## src/rtl/cdt_pkg.sv

```systemverilog
package cdt_pkg;

    localparam int DATA_W = 32;
    localparam int PSC_W  = 12;
    localparam int SRC_W  = 2;
    localparam int N_SRC  = (1 << SRC_W) - 1;

    localparam int SWR_BIT = 16;

    localparam logic [DATA_W-1:0] CTRL_WMASK = 32'h03FE_FFFF;
    localparam logic [DATA_W-1:0] CTRL_KEEP  = 32'h003C_0003;
    localparam logic [DATA_W-1:0] CNT_MAX    = '1;

    typedef struct packed {
        logic [5:0]       rsvd_hi;
        logic [SRC_W-1:0] clk_src;
        logic [1:0]       rsvd_mid;
        logic [3:0]       lp_en;
        logic             ovw;
        logic             swr;
        logic [PSC_W-1:0] psc;
        logic             rld;
        logic             cie;
        logic             enmod;
        logic             en;
    } ctrl_t;

    typedef enum logic [2:0] {
        SEL_CTRL  = 3'd0,
        SEL_STAT  = 3'd1,
        SEL_LOAD  = 3'd2,
        SEL_CMP   = 3'd3,
        SEL_COUNT = 3'd4,
        SEL_NONE  = 3'd7
    } reg_sel_e;

    function automatic reg_sel_e decode_offset(input logic [31:0] off);
        case (off)
            32'd0:   return SEL_CTRL;
            32'd1:   return SEL_STAT;
            32'd2:   return SEL_LOAD;
            32'd3:   return SEL_CMP;
            32'd4:   return SEL_COUNT;
            default: return SEL_NONE;
        endcase
    endfunction

    function automatic ctrl_t ctrl_from_write(input logic [DATA_W-1:0] wd);
        if (wd[SWR_BIT])
            return ctrl_t'(wd & CTRL_KEEP);
        return ctrl_t'(wd & CTRL_WMASK);
    endfunction

endpackage

```

## src/rtl/cdt_prescale.sv

```systemverilog
module cdt_prescale #(
    parameter int PSC_W = 12,
    parameter int SRC_W = 2,
    localparam int N_SRC = (1 << SRC_W) - 1
) (
    input  logic             clk,
    input  logic             rst,
    input  logic             clr,
    input  logic             en,
    input  logic [SRC_W-1:0] src,
    input  logic [PSC_W-1:0] psc,
    input  logic [N_SRC-1:0] tick_i,
    output logic             step
);

    logic [N_SRC-1:0] tick_hit;
    logic             tick_sel;
    logic             active;
    logic             at_lim;
    logic [PSC_W-1:0] pre_q;

    for (genvar g = 0; g < N_SRC; g++) begin : g_src
        assign tick_hit[g] = tick_i[g] && (src == SRC_W'(g + 1));
    end

    assign tick_sel = |tick_hit;
    assign active   = en && (src != '0);
    assign at_lim   = (pre_q >= psc);
    assign step     = active && tick_sel && at_lim;

    always_ff @(posedge clk) begin
        if (rst || clr || !active) begin
            pre_q <= '0;
        end else if (tick_sel) begin
            pre_q <= at_lim ? '0 : pre_q + 1'b1;
        end
    end

    AST_STEP_RESTARTS: assert property (@(posedge clk) disable iff (rst)
        step |=> (pre_q == '0));

    AST_IDLE_NO_STEP: assert property (@(posedge clk) disable iff (rst)
        (src == '0) |-> !step);

endmodule

```

## src/rtl/cdt_counter.sv

```systemverilog
module cdt_counter #(
    parameter int W = 32
) (
    input  logic         clk,
    input  logic         rst,
    input  logic         step,
    input  logic         reload,
    input  logic [W-1:0] load_val,
    input  logic [W-1:0] cmp_val,
    input  logic         wr,
    input  logic [W-1:0] wr_val,
    output logic [W-1:0] cnt,
    output logic         hit
);

    logic [W-1:0] nxt;

    always_comb begin
        if (cnt == '0)
            nxt = reload ? load_val : '1;
        else
            nxt = cnt - 1'b1;
    end

    assign hit = step && !wr && (nxt == cmp_val);

    always_ff @(posedge clk) begin
        if (rst)
            cnt <= '0;
        else if (wr)
            cnt <= wr_val;
        else if (step)
            cnt <= nxt;
    end

    AST_WRAP_MAX: assert property (@(posedge clk) disable iff (rst)
        (step && !wr && cnt == '0 && !reload) |=> (cnt == '1));

    AST_WRAP_RELOAD: assert property (@(posedge clk) disable iff (rst)
        (step && !wr && cnt == '0 && reload) |=> (cnt == $past(load_val)));

    AST_HOLD_IDLE: assert property (@(posedge clk) disable iff (rst)
        (!step && !wr) |=> $stable(cnt));

endmodule

```

## src/rtl/cdt_regs.sv

```systemverilog
module cdt_regs
    import cdt_pkg::*;
#(
    parameter int ADDR_W = 3
) (
    input  logic              clk,
    input  logic              rst,
    input  logic              bus_valid,
    input  logic              bus_write,
    input  logic [ADDR_W-1:0] bus_addr,
    input  logic [DATA_W-1:0] bus_wdata,
    input  logic [DATA_W-1:0] cnt,
    input  logic              hit,
    output ctrl_t             ctrl_q,
    output logic [DATA_W-1:0] load_q,
    output logic [DATA_W-1:0] cmp_q,
    output logic              cnt_wr,
    output logic [DATA_W-1:0] cnt_wr_val,
    output logic              swr,
    output logic [DATA_W-1:0] rdata_q,
    output logic              irq
);

    reg_sel_e          sel;
    ctrl_t             ctrl_new;
    logic              flag_q;
    logic              wr_ctrl, wr_stat, wr_load, wr_cmp, rd_req;
    logic              start;
    logic [DATA_W-1:0] load_eff;
    logic [DATA_W-1:0] rd_mux;

    assign sel      = decode_offset(32'(bus_addr));
    assign wr_ctrl  = bus_valid && bus_write && (sel == SEL_CTRL);
    assign wr_stat  = bus_valid && bus_write && (sel == SEL_STAT);
    assign wr_load  = bus_valid && bus_write && (sel == SEL_LOAD);
    assign wr_cmp   = bus_valid && bus_write && (sel == SEL_CMP);
    assign rd_req   = bus_valid && !bus_write;

    assign ctrl_new = ctrl_from_write(bus_wdata);
    assign swr      = wr_ctrl && bus_wdata[SWR_BIT];
    assign load_eff = swr ? CNT_MAX : load_q;
    assign start    = wr_ctrl && ctrl_new.en && !ctrl_q.en && ctrl_new.enmod;

    always_comb begin
        cnt_wr     = 1'b0;
        cnt_wr_val = '0;
        if (start) begin
            cnt_wr     = 1'b1;
            cnt_wr_val = ctrl_new.rld ? load_eff : CNT_MAX;
        end else if (swr) begin
            cnt_wr     = 1'b1;
            cnt_wr_val = '0;
        end else if (wr_load && ctrl_q.ovw) begin
            cnt_wr     = 1'b1;
            cnt_wr_val = bus_wdata;
        end
    end

    always_comb begin
        case (sel)
            SEL_CTRL:  rd_mux = ctrl_q;
            SEL_STAT:  rd_mux = {{(DATA_W-1){1'b0}}, flag_q};
            SEL_LOAD:  rd_mux = load_q;
            SEL_CMP:   rd_mux = cmp_q;
            SEL_COUNT: rd_mux = cnt;
            default:   rd_mux = '0;
        endcase
    end

    always_ff @(posedge clk) begin
        if (rst) begin
            ctrl_q  <= '0;
            load_q  <= CNT_MAX;
            cmp_q   <= '0;
            flag_q  <= 1'b0;
            rdata_q <= '0;
        end else begin
            if (wr_ctrl)
                ctrl_q <= ctrl_new;
            if (swr) begin
                load_q <= CNT_MAX;
                cmp_q  <= '0;
            end
            if (wr_load)
                load_q <= bus_wdata;
            if (wr_cmp)
                cmp_q <= bus_wdata;
            if (swr)
                flag_q <= 1'b0;
            else if (hit)
                flag_q <= 1'b1;
            else if (wr_stat && bus_wdata[0])
                flag_q <= 1'b0;
            if (rd_req)
                rdata_q <= rd_mux;
        end
    end

    assign irq = flag_q && ctrl_q.cie && ctrl_q.en;

    AST_SWR_CLEARS: assert property (@(posedge clk) disable iff (rst)
        swr |=> (!flag_q && cmp_q == '0 && load_q == CNT_MAX));

    AST_ACK_CLEARS: assert property (@(posedge clk) disable iff (rst)
        (wr_stat && bus_wdata[0] && !hit) |=> !flag_q);

    AST_HIT_STICKY: assert property (@(posedge clk) disable iff (rst)
        hit |=> flag_q);

    AST_CTRL_RSVD_ZERO: assert property (@(posedge clk) disable iff (rst)
        (rd_req && sel == SEL_CTRL) |=> (rdata_q[31:26] == '0 && !rdata_q[SWR_BIT]));

    AST_BAD_OFFSET_ZERO: assert property (@(posedge clk) disable iff (rst)
        (rd_req && sel == SEL_NONE) |=> (rdata_q == '0));

endmodule

```

## src/rtl/cdt_timer.sv

```systemverilog
module cdt_timer
    import cdt_pkg::*;
#(
    parameter int ADDR_W = 3
) (
    input  logic              clk,
    input  logic              rst,
    input  logic [N_SRC-1:0]  tick_i,
    input  logic              bus_valid,
    input  logic              bus_write,
    input  logic [ADDR_W-1:0] bus_addr,
    input  logic [DATA_W-1:0] bus_wdata,
    output logic [DATA_W-1:0] bus_rdata,
    output logic              irq_o
);

    ctrl_t             ctrl_q;
    logic [DATA_W-1:0] load_q, cmp_q, cnt, cnt_wr_val;
    logic              cnt_wr, swr, step, hit;

    cdt_regs #(.ADDR_W(ADDR_W)) u_regs (
        .clk        (clk),
        .rst        (rst),
        .bus_valid  (bus_valid),
        .bus_write  (bus_write),
        .bus_addr   (bus_addr),
        .bus_wdata  (bus_wdata),
        .cnt        (cnt),
        .hit        (hit),
        .ctrl_q     (ctrl_q),
        .load_q     (load_q),
        .cmp_q      (cmp_q),
        .cnt_wr     (cnt_wr),
        .cnt_wr_val (cnt_wr_val),
        .swr        (swr),
        .rdata_q    (bus_rdata),
        .irq        (irq_o)
    );

    cdt_prescale #(.PSC_W(PSC_W), .SRC_W(SRC_W)) u_pre (
        .clk    (clk),
        .rst    (rst),
        .clr    (swr),
        .en     (ctrl_q.en),
        .src    (ctrl_q.clk_src),
        .psc    (ctrl_q.psc),
        .tick_i (tick_i),
        .step   (step)
    );

    cdt_counter #(.W(DATA_W)) u_cnt (
        .clk      (clk),
        .rst      (rst),
        .step     (step),
        .reload   (ctrl_q.rld),
        .load_val (load_q),
        .cmp_val  (cmp_q),
        .wr       (cnt_wr),
        .wr_val   (cnt_wr_val),
        .cnt      (cnt),
        .hit      (hit)
    );

endmodule

```

## config.mk

```make
export PLATFORM = sky130hd
export DESIGN_NAME = cdt_timer
export DESIGN_NICKNAME = d
export VERILOG_FILES = /design/src/rtl/cdt_pkg.sv /design/src/rtl/cdt_prescale.sv /design/src/rtl/cdt_counter.sv /design/src/rtl/cdt_regs.sv /design/src/rtl/cdt_timer.sv
export SDC_FILE = /design/constraint.sdc
export NUM_CORES = 1
export LEC_CHECK = 0
export BUFFER_PORTS_ARGS = -buffer_cell sky130_fd_sc_hd__clkbuf_2
export CAP_MARGIN = 20
export CORE_MARGIN = 1.5
export CORE_UTILIZATION = 45
export CTS_BUF_LIST = sky130_fd_sc_hd__clkbuf_16
export CTS_CLUSTER_SIZE = 25
export DETAILED_ROUTE_END_ITERATION = 7
export PLACE_DENSITY_LB_ADDON = 0.3
export SYNTH_ARGS = -nofsm -noshare
export SYNTH_HDL_FRONTEND = slang
export SYNTH_SLANG_ARGS = --single-unit
```

## constraint.sdc

```tcl
create_clock -name clk -period 3.2 [get_ports clk]
set_input_delay 0.48 -clock clk [delete_from_list [all_inputs] [get_ports clk]]
set_output_delay 0.48 -clock clk [all_outputs]
set_load 0.02 [all_outputs]
```

==> impl_summary.log <==
INFO  metric outcome = finished, final reports clean
INFO  metric startpoint_class_of_the_critical_path = flip-flop
INFO  metric clockBufferDepth = 2
INFO  metric synth_edf_count = 0
INFO  metric area_growth_syn_to_layout = 17.4%
INFO  metric dpl.hpwl = 24,100 um
INFO  metric io_buffer_count = 74
INFO  metric maximum_number_of_pins_on_one_net_before_global_route_repair = 74
INFO  metric power.clock.fraction = 0.398
INFO  metric clockRootBuffer = sky130_fd_sc_hd__clkbuf_16
INFO  metric coreArea = 20,900 um^2
INFO  metric wirelength = 34,400 um
INFO  metric cap_viol_max_count = 0
INFO  metric ir_drop = 323 uV
INFO  metric yosysTopAreaCell = sky130_fd_sc_hd__dfxtp_1
INFO  metric drc = 0
INFO  metric clock-sinks = 166
INFO  metric hold_viol_final = 0
INFO  metric tritoncts.num_buffers = 17
INFO  metric post_dp_cell_area = 10,600 um^2
INFO  metric syn_inst = 1,261
INFO  metric layout.cell_area.non_filler = 11,200 um^2
INFO  metric worstPathRequired = 3.56 ns
INFO  metric tightest_slew = 0.855 ns
INFO  metric ys_ff_latch = 166
INFO  metric global_route_wire_length_before_repair = 53,400 um
INFO  metric power.share.switching = 0.303
INFO  metric report.power.total = 5.06 mW
INFO  metric timing.reg2reg.worst_path_depth = 10
INFO  metric y_dimension_of_the_die = 149 um
INFO  metric routed-via-count = 9,975
INFO  metric synth.lib_cells_used.distinct = 68
INFO  metric max_clock_freq = 0.329 GHz
INFO  metric fraction_of_registers_with_async_set_reset = 0
INFO  metric antenna_cells = 0
INFO  metric critical_path_arrival = 3.40 ns
INFO  metric crit-reg2reg-capture = u_regs.flag_q$_SDFFE_PP0P_
INFO  metric netlist_area = 9550 um^2
INFO  metric num-fill-cells = 2,043
INFO  metric initial_utilization = 0.457
INFO  metric synth_ff_type = sky130_fd_sc_hd__dfxtp_1
INFO  metric std_cell_rows = 53
INFO  metric r2r_slack = 0.16 ns
INFO  metric synth_top_family_by_area = compound AO/OA/AOI/OAI gates
INFO  metric crit_path_max_fanout = 19
INFO  metric cts_tree = yes
INFO  metric holdCritPathClass = in -> reg
INFO  metric gp_routability_congestion = 0.984
INFO  metric grt_pass1_vias = 9,351
INFO  metric yosys-top-cells-area = sky130_fd_sc_hd__dfxtp_1 35%, sky130_fd_sc_hd__nand2_1 6.7%, sky130_fd_sc_hd__nor2_1 5.9%, sky130_fd_sc_hd__a21oi_1 5.1%, sky130_fd_sc_hd__o21ai_0 4.5%
INFO  metric grt_use_total = 0.314
INFO  metric timing.clock.skew = 0.0100 ns
INFO  metric antenna_violating_nets_post_route = 0
INFO  metric cts.clk_slew.worst_paths = 0.07 ns
INFO  metric power.density_cell_area = 451 nW/um^2
INFO  metric synth_xor_xnor_area_share = 0.0578
INFO  metric timing.hold.worst_endpoint = u_regs.ctrl_q[19]$_SDFFE_PP0N_
INFO  metric synth.net_count = 1,318
INFO  metric post_cts_hold_buffer_count = 0
INFO  metric switching_power = 1.53 mW
INFO  metric crit_type = reg -> reg
INFO  metric floorplan.io_pins = 75
INFO  metric mux_cell_area_share_after_synthesis = 0.0435
INFO  metric worst_setup_path_end_kind = flip-flop
INFO  metric period_share = 0.950
INFO  metric synth-compound-area-share = 0.254
INFO  metric worstSkewPairLatency = 0.44 ns
INFO  metric wl_per_cell = 21.1 um
INFO  metric seq_power_share = 0.424
INFO  metric drt_iter0_drc = 1,089
INFO  metric max_slew_margin_vs_limit = 0.423
INFO  metric floorplan.die_area = 22,100 um^2
INFO  metric ys_seq_area_frac = 0.348
INFO  metric avgViaCountPerCell = 6.11
INFO  metric timing.final.setup_violations = 0
INFO  metric power.leakage = 4.20 nW
INFO  metric internal_power = 3.52 mW
INFO  metric worst_r2r_startpoint = u_cnt.cnt[15]$_SDFFE_PP0P_
INFO  metric yosys.area_share.adder = 0.0197
INFO  metric ys_warnings = 0
INFO  metric grt_overflow_total = 0
INFO  metric hold_path_startpoint = bus_wdata[19]
INFO  metric hold_critical_path_depth = 3
INFO  metric numPlacedInstances = 1,600
INFO  metric nets = 1,401
INFO  metric slew_viol_final = 0
INFO  metric worst_hold_margin = 0.314 ns
INFO  metric drtPass1Iterations = 8
INFO  metric timing.final.crit_period = 3.04 ns
INFO  metric cts-htree-levels = 4
INFO  metric antenna_found_initial = 1
INFO  metric synth_top_area_share = 0.348
INFO  metric chipWidth = 149 um
INFO  metric syn-mean-instance-area = 7.57 um^2
INFO  metric pwr-share-comb = 0.179
INFO  metric drive_gt1_frac = 0.169
INFO  metric layout.cells.non_filler = 1,632
INFO  metric yosys.area_share.simple = 0.223
[worst max path at each step]
stage | from | to | slack, ns | cells after the start
2_1_floorplan | u_cnt.cnt[15]$_SDFFE_PP0P_ | u_regs.flag_q$_SDFFE_PP0P_ | 0.25 | 12
3_3_place_gp | u_cnt.cnt[15]$_SDFFE_PP0P_ | u_regs.flag_q$_SDFFE_PP0P_ | 0.16 | 10
3_5_place_dp | u_cnt.cnt[15]$_SDFFE_PP0P_ | u_regs.flag_q$_SDFFE_PP0P_ | 0.03 | 10
4_1_cts | u_cnt.cnt[15]$_SDFFE_PP0P_ | u_regs.flag_q$_SDFFE_PP0P_ | 0.04 | 10
5_1_grt | u_cnt.cnt[15]$_SDFFE_PP0P_ | u_regs.flag_q$_SDFFE_PP0P_ | -0.02 | 10
6_report | u_cnt.cnt[15]$_SDFFE_PP0P_ | u_regs.flag_q$_SDFFE_PP0P_ | 0.16 | 10
[worst max-delay path, cell delays in order, from the launching register on]
cell and delay, ns:
sky130_fd_sc_hd__dfxtp_1 0.31, sky130_fd_sc_hd__or4_4 0.56, sky130_fd_sc_hd__nand4b_4 0.19, sky130_fd_sc_hd__or4_4 0.51
sky130_fd_sc_hd__buf_8 0.18, sky130_fd_sc_hd__mux2i_1 0.22, sky130_fd_sc_hd__xnor2_1 0.16, sky130_fd_sc_hd__nand3_1 0.12
sky130_fd_sc_hd__nor4_2 0.32, sky130_fd_sc_hd__nand4_1 0.14, sky130_fd_sc_hd__o31ai_1 0.24
[cells by family after synthesis]
group           count (synthesis)
compound gates                380
xor+xnor                       63
fa+ha+maj                      15
buf+inv                       130
flops                         166
mux                            41
simple gates                  466
[through the flow]
step | TNS, ns | worst slack, ns | util
after floorplan | 0 | 0.253 | -
after global placement | 0 | 0.158 | 0.507
after detailed placement | 0 | 0.0326 | 0.507
after CTS | 0 | 0.0407 | 0.534
after global routing | -0.0174 | -0.0174 | 0.537
final | 0 | 0.159 | 0.537
[state kept, by name, indices dropped and copies added, names as in the netlist]
signal and cells:
u_regs.flag_q 1, u_regs.cmp_q 32, u_regs.ctrl_q 25, u_regs.rdata_q 32
u_cnt.cnt 32, u_pre.pre_q 12, u_regs.load_q 32
[routing by layer]
metal  share of wire  vias up  GRT usage
li1                -     4663          -
met1            0.45     4768      0.441
met2            0.43      489      0.475
met3           0.093       55     0.0650
met4           0.025        0      0.108
met5               0        -          0
[synthesized netlist by cell type (36+ instances only)]
cell and n:
sky130_fd_sc_hd__nand2b_1 38, sky130_fd_sc_hd__a22oi_1 39, sky130_fd_sc_hd__nor2_1 151, sky130_fd_sc_hd__xor2_1 36
sky130_fd_sc_hd__o21ai_0 86, sky130_fd_sc_hd__o22ai_1 46, sky130_fd_sc_hd__mux2i_1 37, sky130_fd_sc_hd__clkbuf_1 84
sky130_fd_sc_hd__nand2_1 170, sky130_fd_sc_hd__dfxtp_1 166, sky130_fd_sc_hd__a21oi_1 97
[cell type report]
cell class              count  area, um^2  share of cell area
clock inverters            15         134              0.0119
inverters                  28         105             0.00937
multi-input cells         965        5800               0.517
repair buffers            166        1080              0.0966
clock buffers              17         425              0.0379
well taps                 275         344              0.0307
flip-flops and latches    166        3320               0.296
[cell usage in the layout (no fill, tap or decap), types with 17 or more instances in the layout]
master                        n
sky130_fd_sc_hd__inv_1       30
sky130_fd_sc_hd__o21ai_0     85
sky130_fd_sc_hd__o211ai_1    27
sky130_fd_sc_hd__nor3_1      27
sky130_fd_sc_hd__xor2_1      36
sky130_fd_sc_hd__o22ai_1     46
sky130_fd_sc_hd__nor2_1     149
sky130_fd_sc_hd__a21oi_1     96
sky130_fd_sc_hd__clkbuf_2    73
sky130_fd_sc_hd__a22oi_1     39
sky130_fd_sc_hd__nand2_1    170
sky130_fd_sc_hd__nand3_1     17
sky130_fd_sc_hd__a211oi_1    18
sky130_fd_sc_hd__buf_4       91
sky130_fd_sc_hd__xnor2_1     26
sky130_fd_sc_hd__clkbuf_16   17
sky130_fd_sc_hd__a311oi_1    17
sky130_fd_sc_hd__nand2b_1    38
sky130_fd_sc_hd__mux2i_1     37
sky130_fd_sc_hd__dfxtp_1    166
[power groups by stage]
stage / clock [mW] / combinational, mW / sequential [mW]
6_report: 2.01 / 0.903 / 2.14
5_1_grt: 2.10 / 0.971 / 2.15
4_1_cts: 2.04 / 0.866 / 2.14
3_5_place_dp: 0 / 0.861 / 2.19
3_3_place_gp: 0 / 0.857 / 2.19
2_1_floorplan: 0 / 0.518 / 2.20
[timing repair]
item                       CTS  global route
setup endpoints to repair    0             1
gates resized for setup      0            14
buffers inserted             0             0
Note: power is estimated with default switching activity, not from simulation.
